`src/rtl/bbs_pkg.sv`:
```
package bbs_pkg;

  localparam logic [7:0] CMD_PAGE_READ_SETUP   = 8'h00;
  localparam logic [7:0] CMD_PAGE_READ_CONFIRM = 8'h30;
  localparam logic [7:0] FACTORY_BAD_BYTE      = 8'h00;

  typedef enum logic [1:0] {
    ST_IDLE,
    ST_ISSUE,
    ST_AWAIT
  } scan_state_e;

  // strobes from control to datapath
  typedef struct packed {
    logic clearAll;
    logic capture;
    logic stepBlock;
  } scan_strobe_t;

endpackage

```
`src/rtl/bbs_ctrl.sv`:
```
module bbs_ctrl
  import bbs_pkg::*;
(
  input  logic         clk,
  input  logic         rst,
  input  logic         start,
  input  logic         reqReady,
  input  logic         rspValid,
  input  logic         lastBlk,
  output scan_strobe_t strb,
  output logic         reqValid,
  output logic         scanBusy,
  output logic         done
);

  scan_state_e state, stateNxt;

  always_comb begin
    strb     = '0;
    stateNxt = state;
    unique case (state)
      ST_IDLE: begin
        if (start) begin
          strb.clearAll = 1'b1;
          stateNxt      = ST_ISSUE;
        end
      end
      ST_ISSUE: begin
        if (reqReady) stateNxt = ST_AWAIT;
      end
      ST_AWAIT: begin
        if (rspValid) begin
          strb.capture = 1'b1;
          if (lastBlk) begin
            stateNxt = ST_IDLE;
          end else begin
            strb.stepBlock = 1'b1;
            stateNxt       = ST_ISSUE;
          end
        end
      end
      default: stateNxt = ST_IDLE;
    endcase
  end

  always_ff @(posedge clk) begin
    if (rst) state <= ST_IDLE;
    else     state <= stateNxt;
  end

  always_ff @(posedge clk) begin
    if (rst || strb.clearAll)           done <= 1'b0;
    else if (strb.capture && lastBlk)   done <= 1'b1;
  end

  assign reqValid = (state == ST_ISSUE);
  assign scanBusy = (state != ST_IDLE);

endmodule

```
`src/rtl/bbs_datapath.sv`:
```
module bbs_datapath
  import bbs_pkg::*;
#(
  parameter int NUM_BLOCKS = 2048,
  parameter int PAGE_BITS  = 6,
  parameter int BAD_LIMIT  = 40,
  localparam int BLK_W = $clog2(NUM_BLOCKS),
  localparam int ROW_W = BLK_W + PAGE_BITS,
  localparam int CNT_W = $clog2(NUM_BLOCKS + 1)
) (
  input  logic             clk,
  input  logic             rst,
  input  scan_strobe_t     strb,
  input  logic             scanBusy,
  input  logic [7:0]       rspData,
  input  logic [BLK_W-1:0] lookupBlock,
  output logic             lastBlk,
  output logic [ROW_W-1:0] reqRow,
  output logic             lookupBad,
  output logic             lookupValid,
  output logic [CNT_W-1:0] badCount,
  output logic             overflow
);

  logic [BLK_W-1:0]      blkIdx;
  logic [NUM_BLOCKS-1:0] badMap;
  logic [NUM_BLOCKS-1:0] setHit;
  logic                  markBad;

  assign markBad = strb.capture && (rspData == FACTORY_BAD_BYTE);
  assign lastBlk = (blkIdx == BLK_W'(NUM_BLOCKS - 1));
  assign reqRow  = {blkIdx, {PAGE_BITS{1'b0}}};

  always_ff @(posedge clk) begin
    if (rst || strb.clearAll) blkIdx <= '0;
    else if (strb.stepBlock)  blkIdx <= blkIdx + BLK_W'(1);
  end

  // one-hot decode of the block being recorded
  for (genvar g = 0; g < NUM_BLOCKS; g++) begin : g_hit
    assign setHit[g] = markBad && (blkIdx == BLK_W'(g));
  end

  always_ff @(posedge clk) begin
    if (rst || strb.clearAll) badMap <= '0;
    else                      badMap <= badMap | setHit;
  end

  always_ff @(posedge clk) begin
    if (rst || strb.clearAll) begin
      badCount <= '0;
      overflow <= 1'b0;
    end else if (markBad) begin
      badCount <= badCount + CNT_W'(1);
      if (badCount >= CNT_W'(BAD_LIMIT)) overflow <= 1'b1;
    end
  end

  always_ff @(posedge clk) begin
    if (rst) begin
      lookupBad   <= 1'b0;
      lookupValid <= 1'b0;
    end else begin
      lookupValid <= !scanBusy;
      lookupBad   <= !scanBusy && (32'(lookupBlock) < NUM_BLOCKS) && badMap[lookupBlock];
    end
  end

endmodule

```
`src/rtl/bad_block_scan.sv`:
```
module bad_block_scan
  import bbs_pkg::*;
#(
  parameter int NUM_BLOCKS = 2048,
  parameter int PAGE_BITS  = 6,
  parameter int COL_W      = 12,
  parameter int MARK_COL   = 2048,
  parameter int BAD_LIMIT  = 40,
  localparam int BLK_W = $clog2(NUM_BLOCKS),
  localparam int ROW_W = BLK_W + PAGE_BITS,
  localparam int CNT_W = $clog2(NUM_BLOCKS + 1)
) (
  input  logic             clk,
  input  logic             rst,
  input  logic             start,
  output logic             reqValid,
  input  logic             reqReady,
  output logic [ROW_W-1:0] reqRow,
  output logic [COL_W-1:0] reqCol,
  output logic [7:0]       reqCmdSetup,
  output logic [7:0]       reqCmdConfirm,
  input  logic             rspValid,
  input  logic [7:0]       rspData,
  input  logic [BLK_W-1:0] lookupBlock,
  output logic             lookupBad,
  output logic             lookupValid,
  output logic             scanBusy,
  output logic             done,
  output logic [CNT_W-1:0] badCount,
  output logic             overflow
);

  scan_strobe_t strb;
  logic         lastBlk;

  assign reqCol        = COL_W'(MARK_COL);
  assign reqCmdSetup   = CMD_PAGE_READ_SETUP;
  assign reqCmdConfirm = CMD_PAGE_READ_CONFIRM;

  bbs_ctrl i_ctrl (
    .clk      (clk),
    .rst      (rst),
    .start    (start),
    .reqReady (reqReady),
    .rspValid (rspValid),
    .lastBlk  (lastBlk),
    .strb     (strb),
    .reqValid (reqValid),
    .scanBusy (scanBusy),
    .done     (done)
  );

  bbs_datapath #(
    .NUM_BLOCKS (NUM_BLOCKS),
    .PAGE_BITS  (PAGE_BITS),
    .BAD_LIMIT  (BAD_LIMIT)
  ) i_dp (
    .clk         (clk),
    .rst         (rst),
    .strb        (strb),
    .scanBusy    (scanBusy),
    .rspData     (rspData),
    .lookupBlock (lookupBlock),
    .lastBlk     (lastBlk),
    .reqRow      (reqRow),
    .lookupBad   (lookupBad),
    .lookupValid (lookupValid),
    .badCount    (badCount),
    .overflow    (overflow)
  );

endmodule

```
`config.mk`:
```
export PLATFORM = sky130hd
export DESIGN_NAME = bad_block_scan
export DESIGN_NICKNAME = d
export VERILOG_FILES = /design/src/rtl/bbs_pkg.sv /design/src/rtl/bbs_ctrl.sv /design/src/rtl/bbs_datapath.sv /design/src/rtl/bad_block_scan.sv
export SDC_FILE = /design/constraint.sdc
export NUM_CORES = 2
export LEC_CHECK = 0
export CAP_MARGIN = 20
export CORE_MARGIN = 1
export CORE_UTILIZATION = 30
export DETAILED_ROUTE_END_ITERATION = 7
export SLEW_MARGIN = 10
export SYNTH_ARGS = -nofsm -noshare
export SYNTH_HDL_FRONTEND = slang
export SYNTH_HIERARCHICAL = 1
export SYNTH_SLANG_ARGS = --single-unit
export TNS_END_PERCENT = 50
```
`constraint.sdc`:
```
create_clock -name clk -period 6.59 [get_ports clk]
set_input_delay 1.318 -clock clk [delete_from_list [all_inputs] [get_ports clk]]
set_output_delay 1.318 -clock clk [all_outputs]
set_load 0.05 [all_outputs]
```
# After elaboration in Yosys (flattened, before gate mapping)
# Index checks and enable logic that the tools add are counted.
classes:
  add_sub_neg: 2
  shift: 0
  muxes: 12
  order_cmp: 2
  n_eq_ne: 2052
  bitwise_logic: 1
  reduce_logical: 2059
  multipliers: 0
  div: 0
op_table:
  columns: ["op", "n"]
  rows:
  - ["equality test 11 bit, second input constant", 1024]
  - ["equality test 11 x 10 -> 1 bit, second input constant", 512]
  - ["equality test 11 x 9 -> 1 bit, second input constant", 256]
  - ["logical AND 1 bit", 2051]
  - ["bitwise OR 2048 bit", 1]
  - ["equality test 11 x 8 -> 1 bit, second input constant", 128]
  - ["equality test 11 x 7 -> 1 bit, second input constant", 64]
  - ["equality test 11 x 6 -> 1 bit, second input constant", 32]
  - ["equality test 11 x 5 -> 1 bit, second input constant", 16]
  - ["equality test 11 x 4 -> 1 bit, second input constant", 8]
  - ["equality test 11 x 3 -> 1 bit, second input constant", 4]
  - ["equality test 11 x 2 -> 1 bit, second input constant", 2]
  - ["adder 12 x 1 -> 12 bit, second input constant", 1]
  - [">= comparator 12 x 6 -> 1 bit, second input constant", 1]
  - ["less-than comparator 11 x 12 -> 1 bit, second input constant", 1]
  - ["adder 11 x 1 -> 11 bit, second input constant", 1]
  - ["binary-select mux 1 bit (select 11 bit)", 1]
  - ["equality test 11 x 1 -> 1 bit, second input constant", 1]
  - ["zero test 11 bit", 1]
  - ["two-way mux 2 bit", 5]
  - ["zero test 8 bit", 1]
  - ["one-hot mux 2 bit (3 select lines)", 1]
  - ["two-way mux 1 bit", 5]
  - ["inequality test 2 bit, second input constant", 2]
  - ["9 further kinds", 9]
word_totals:
  output_inout_bits: 63
  regBits: 2077
  word_cells: 4136
  latchBits: 0
  ram_bits: 0
  mem_count: 0
  rom_bits: 0

# Longest topological paths before layout
logic_depth:
  depth_word: 7
  ltp_mapped: 16
  ltp_nobuf: 9

# Modules after synthesis
# The synthesis kept the hierarchy.
by_module_without_submodules:
  columns: ["mod", "area_each_um2", "seq_area_each_um2", "n_inst", "cells_per_inst"]
  rows:
  - ["bbs_datapath", 80841.3, 41519.8, 1, 8605]
  - ["bad_block_scan", 217.7, 0.0, 1, 30]
  - ["bbs_ctrl", 196.4, 60.1, 1, 21]

# Worst setup path after synthesis
# Ideal clock, no wire load.
synth_timing:
  kind: "in2reg"
  startpoint: "in lookupBlock[0]"
  endpoint: "reg i_dp.lookupBad"
  t_arrival_ns: 3.623
  required_ns: 6.468
  setup_ns: 0.122
  path_slack_ns: 2.845
  path_buffers: 3
  stages: 10
  cell_sequence: "buf_6 buf_12 buf_12 mux4_2 mux4_2 a2111oi_2 nor3_1 nor4_2 o41ai_1 o32a_1"
synth_between:
  elab_chain_len: 3
synth_lines:
  columns: ["element", "line", "text"]
  rows:
  - ["start, declared", "bad_block_scan.sv:24", "input logic [BLK_W-1:0] lookupBlock,"]
  - ["binary-select mux 1 bit (select 11 bit)", "bbs_datapath.sv:65", "lookupBad <= !scanBusy && (32'(lookupBlock) < NUM_BLOCKS) && badMap[lookupBlock];"]
  - ["two-way mux 1 bit (implied by the code)", "bbs_datapath.sv:65", null]
  - ["logical AND 1 bit", "bbs_datapath.sv:65", null]
  - ["end signal, assigned", "bbs_datapath.sv:65", null]
  - ["end, declared", "bbs_datapath.sv:19", "output logic lookupBad,"]
# Every way passes these cells. The select of a mux whose other input is x is not followed.
# A chain may end at the register's enable or synchronous reset.

# Final worst setup path
layout_timing:
  startpoint: "in lookupBlock[3]"
  endpoint: "reg i_dp.lookupBad"
# The elaborated chain is that of the path after synthesis.

==> impl_metrics.env <==
export IMPL_fillers=27000
export IMPL_ioPinCount=87
export IMPL_ant_nets=0
export IMPL_slowest_delay_ps=1210
export IMPL_dr_wl_met3_um=21400
export IMPL_wl_met2_um=119000
export IMPL_dpl_worst_slack_ps=1290
export IMPL_layout_drive_gt1_share=0.115
export IMPL_synth_seq_cells=2077
export IMPL_worstSkewPairLatency_ps=850
export IMPL_syn_to_final_growth_pct=12.7
export IMPL_hold_viol=0
export IMPL_outcome="completed"
export IMPL_worst_path_buf_inv=2
export IMPL_synth_top_family_by_area="compound AO/OA/AOI/OAI gates"
export IMPL_ys_types=77
export IMPL_min_delay_path_class="flop to flop"
export IMPL_die_w_um=522
export IMPL_setup_viol=0
export IMPL_gp_congestion=0.811
export IMPL_grt_start_max_net_pins=149
export IMPL_powerDensity_nw_per_um2=281
export IMPL_critical_path_class="primary input to flop"
export IMPL_synth_compound_area_frac=0.159
export IMPL_grt_pass1_wl_um=388000
export IMPL_synth_edf_count=0
export IMPL_ctsHoldBuffers=0
export IMPL_num_vias=65300
export IMPL_final_cell_mix="nor2_1, a21oi_1, dfxtp_1, mux4_2, mux2i_1"
export IMPL_fin_setup_tns_ps=0
export IMPL_min_period_over_period=0.695
export IMPL_drc=0
export IMPL_row_count=190
export IMPL_antenna_found_initial=8
export IMPL_cts_repair_resized=0
export IMPL_initial_core_util=0.302
export IMPL_synth_avg_cell_area_um2=9.39
export IMPL_dpl_cell_area_um2=84500
export IMPL_fin_ws_ps=2010
export IMPL_drt_total_wl_um=258000
export IMPL_ir_drop_mv=0.200
export IMPL_max_clock_freq_mhz=218
export IMPL_layout_commonest_cell="nor2_1"
export IMPL_die_h_um=522
export IMPL_cpMaxStageDelayCell="o21ai_0"
export IMPL_core_area_um2=269000
export IMPL_leakagePower_nw=31.4
export IMPL_gr_usage_all_layers=0.183
export IMPL_syn_inst=8656
export IMPL_clkTransAtPathRegs_ps=60
export IMPL_finish_net_count=8355
export IMPL_min_period_ps=4580
export IMPL_place_inst=11700
export IMPL_report_final_slew_viol_count=0
export IMPL_synth_simple_gate_area_frac=0.125
export IMPL_post_dp_hpwl_um=143000
export IMPL_overflow=0
export IMPL_synth_fa_ha_area_frac=0.000924
export IMPL_skew_ps=42.7
export IMPL_async_reset_ff_frac=0
export IMPL_first_iter_violations=6969
export IMPL_drv_cap=0
export IMPL_ys_seq_area_frac=0.512
export IMPL_slew_headroom=0.211
export IMPL_path_cells="buf_4 > buf_4 > nand3_1 > o21ai_0 > o41ai_1 > o32a_1"
export IMPL_top_layer="met5"
export IMPL_firstDrtPassIters=6
export IMPL_synth_xor_area_frac=0.00205
export IMPL_grt_pass1_vias=61800
export IMPL_crit_family="compound AO/OA/AOI/OAI gates"
export IMPL_clock_sinks=2077
export IMPL_synth_warnings=6
export IMPL_netlist_area_um2=81300
export IMPL_critPathLaunchType="primary input"
export IMPL_path_max_fanout=31
export IMPL_worstMarginPinSlew_ps=1180
export IMPL_rsz0062_at_grt="false"
export IMPL_cts_root_buf="clkbuf_16"
export IMPL_ys_flop_type="dfxtp_1"
export IMPL_die_area_um2=273000
export IMPL_portBuffers=52
export IMPL_cts_tree="yes"
export IMPL_end_kind="flop"
export IMPL_numCtsBuffers=203
export IMPL_fin_area_um2=91600
export IMPL_stdcell_count=12000
export IMPL_wl_met1_um=108000
export IMPL_clk_path_buf_depth=3
export IMPL_post_cts_setup_buffer_count=0
export IMPL_h_tree_depth=4
export IMPL_arrival_ps=5310
export IMPL_wl_per_cell_um=21.4
export IMPL_cp_common_cell="buf_4"
export IMPL_critPathRequiredTime_ps=7330
export IMPL_synthMuxAreaShare=0.149
export IMPL_avgViaCountPerCell=5.42
-- metal layers --
metal / vias up / GRT usage
li1: 29400 / -
met1: 32600 / 0.241
met2: 2798 / 0.297
met3: 520 / 0.0337
met4: 10 / 0.0646
met5: - / 0
-- kinds of logic after synthesis --
kind of cell	after synthesis
flip-flops	2077
AND/OR/NAND/NOR	2587
buffers and inverters	842
other	3
XOR/XNOR	19
AO/OA/AOI/OAI	2429
multiplexers	693
adder cells (fa/ha/maj)	6
-- sequential cells by signal (all words and copies together), names as in the netlist --
name              count
i_dp/blkIdx          11
i_dp/badMap        2048
i_ctrl/done           1
i_ctrl/state          2
i_dp/lookupValid      1
i_dp/badCount        12
i_dp/overflow         1
i_dp/lookupBad        1
-- path summary, 6_finish.rpt --
check                         start                end  slack [ps]  cells past startpoint
setup / recovery     lookupBlock[3]     i_dp/lookupBad        2010                      6
hold / removal    i_dp/badMap[1061]  i_dp/badMap[1061]         460                      2
setup reg to reg  i_dp/badMap[1597]     i_dp/lookupBad        3380                      8
hold reg to reg   i_dp/badMap[1061]  i_dp/badMap[1061]         460                      2
-- metrics by stage --
stage	power, mW	util	hold slack, ps
2_1_floorplan	13.7	-	428
5_1_grt	26.5	0.341	480
3_5_place_dp	14.1	0.315	448
3_3_place_gp	14.0	0.315	439
4_1_cts	25.9	0.340	464
6_report	25.8	0.341	456
-- area by class of cell --
cell class / instances / area, µm² / share of cell area
flip-flops and latches: 2077 / 41600 / 0.454
inverters: 16 / 66.3 / 0.000724
repair buffers: 259 / 2790 / 0.0305
well taps: 3552 / 4440 / 0.0485
multi-input cells: 5768 / 35800 / 0.391
clock inverters: 62 / 887 / 0.00969
clock buffers: 305 / 6030 / 0.0658
diodes: 3 / 7.51 / 0.0000820
-- worst min-delay path, cell delays in order (launching register included) --
cell and delay, ps:
dfxtp_1 320, a21oi_1 40, nor2_1 70
-- where the power goes --
part / switching [mW] / internal (mW)
Combinational: 0.918 / 0.318
Clock: 5.09 / 6.89
Sequential: 0.00613 / 12.6
-- Yosys cell counts (3+ instances only) --
cell,instances,area (µm²)
buf_8,3,45.0
o221ai_1,85,744
nand4_1,10,62.6
buf_12,8,160
buf_4,76,571
xnor2_1,7,61.3
buf_1,18,67.6
a22oi_1,32,240
or2_2,4,25.0
and3_1,10,62.6
mux2i_1,279,2790
nand3_1,23,115
a221oi_1,11,96.3
buf_6,62,698
ha_1,6,75.1
a21oi_1,2134,10700
nor4_1,25,156
inv_1,15,56.3
and2_1,7,43.8
nand3b_1,5,37.5
mux2_2,5,56.3
mux4_2,388,8740
a22o_1,8,70.1
xor2_1,12,105
a211oi_1,13,97.6
nand2_1,111,417
a31oi_1,8,50.1
mux4_1,20,526
a2111oi_0,14,123
nor2_1,2283,8570
nor2b_1,18,113
conb_1,3,11.3
or4_1,3,22.5
buf_2,108,541
o22ai_1,64,400
clkbuf_1,550,2060
dfxtp_1,2077,41600
nor3_1,56,280
nand2b_1,8,50.1
o211ai_1,6,45.0
o21ai_0,29,145
or3_1,8,50.1
Note: power is estimated with default switching activity, not from simulation.
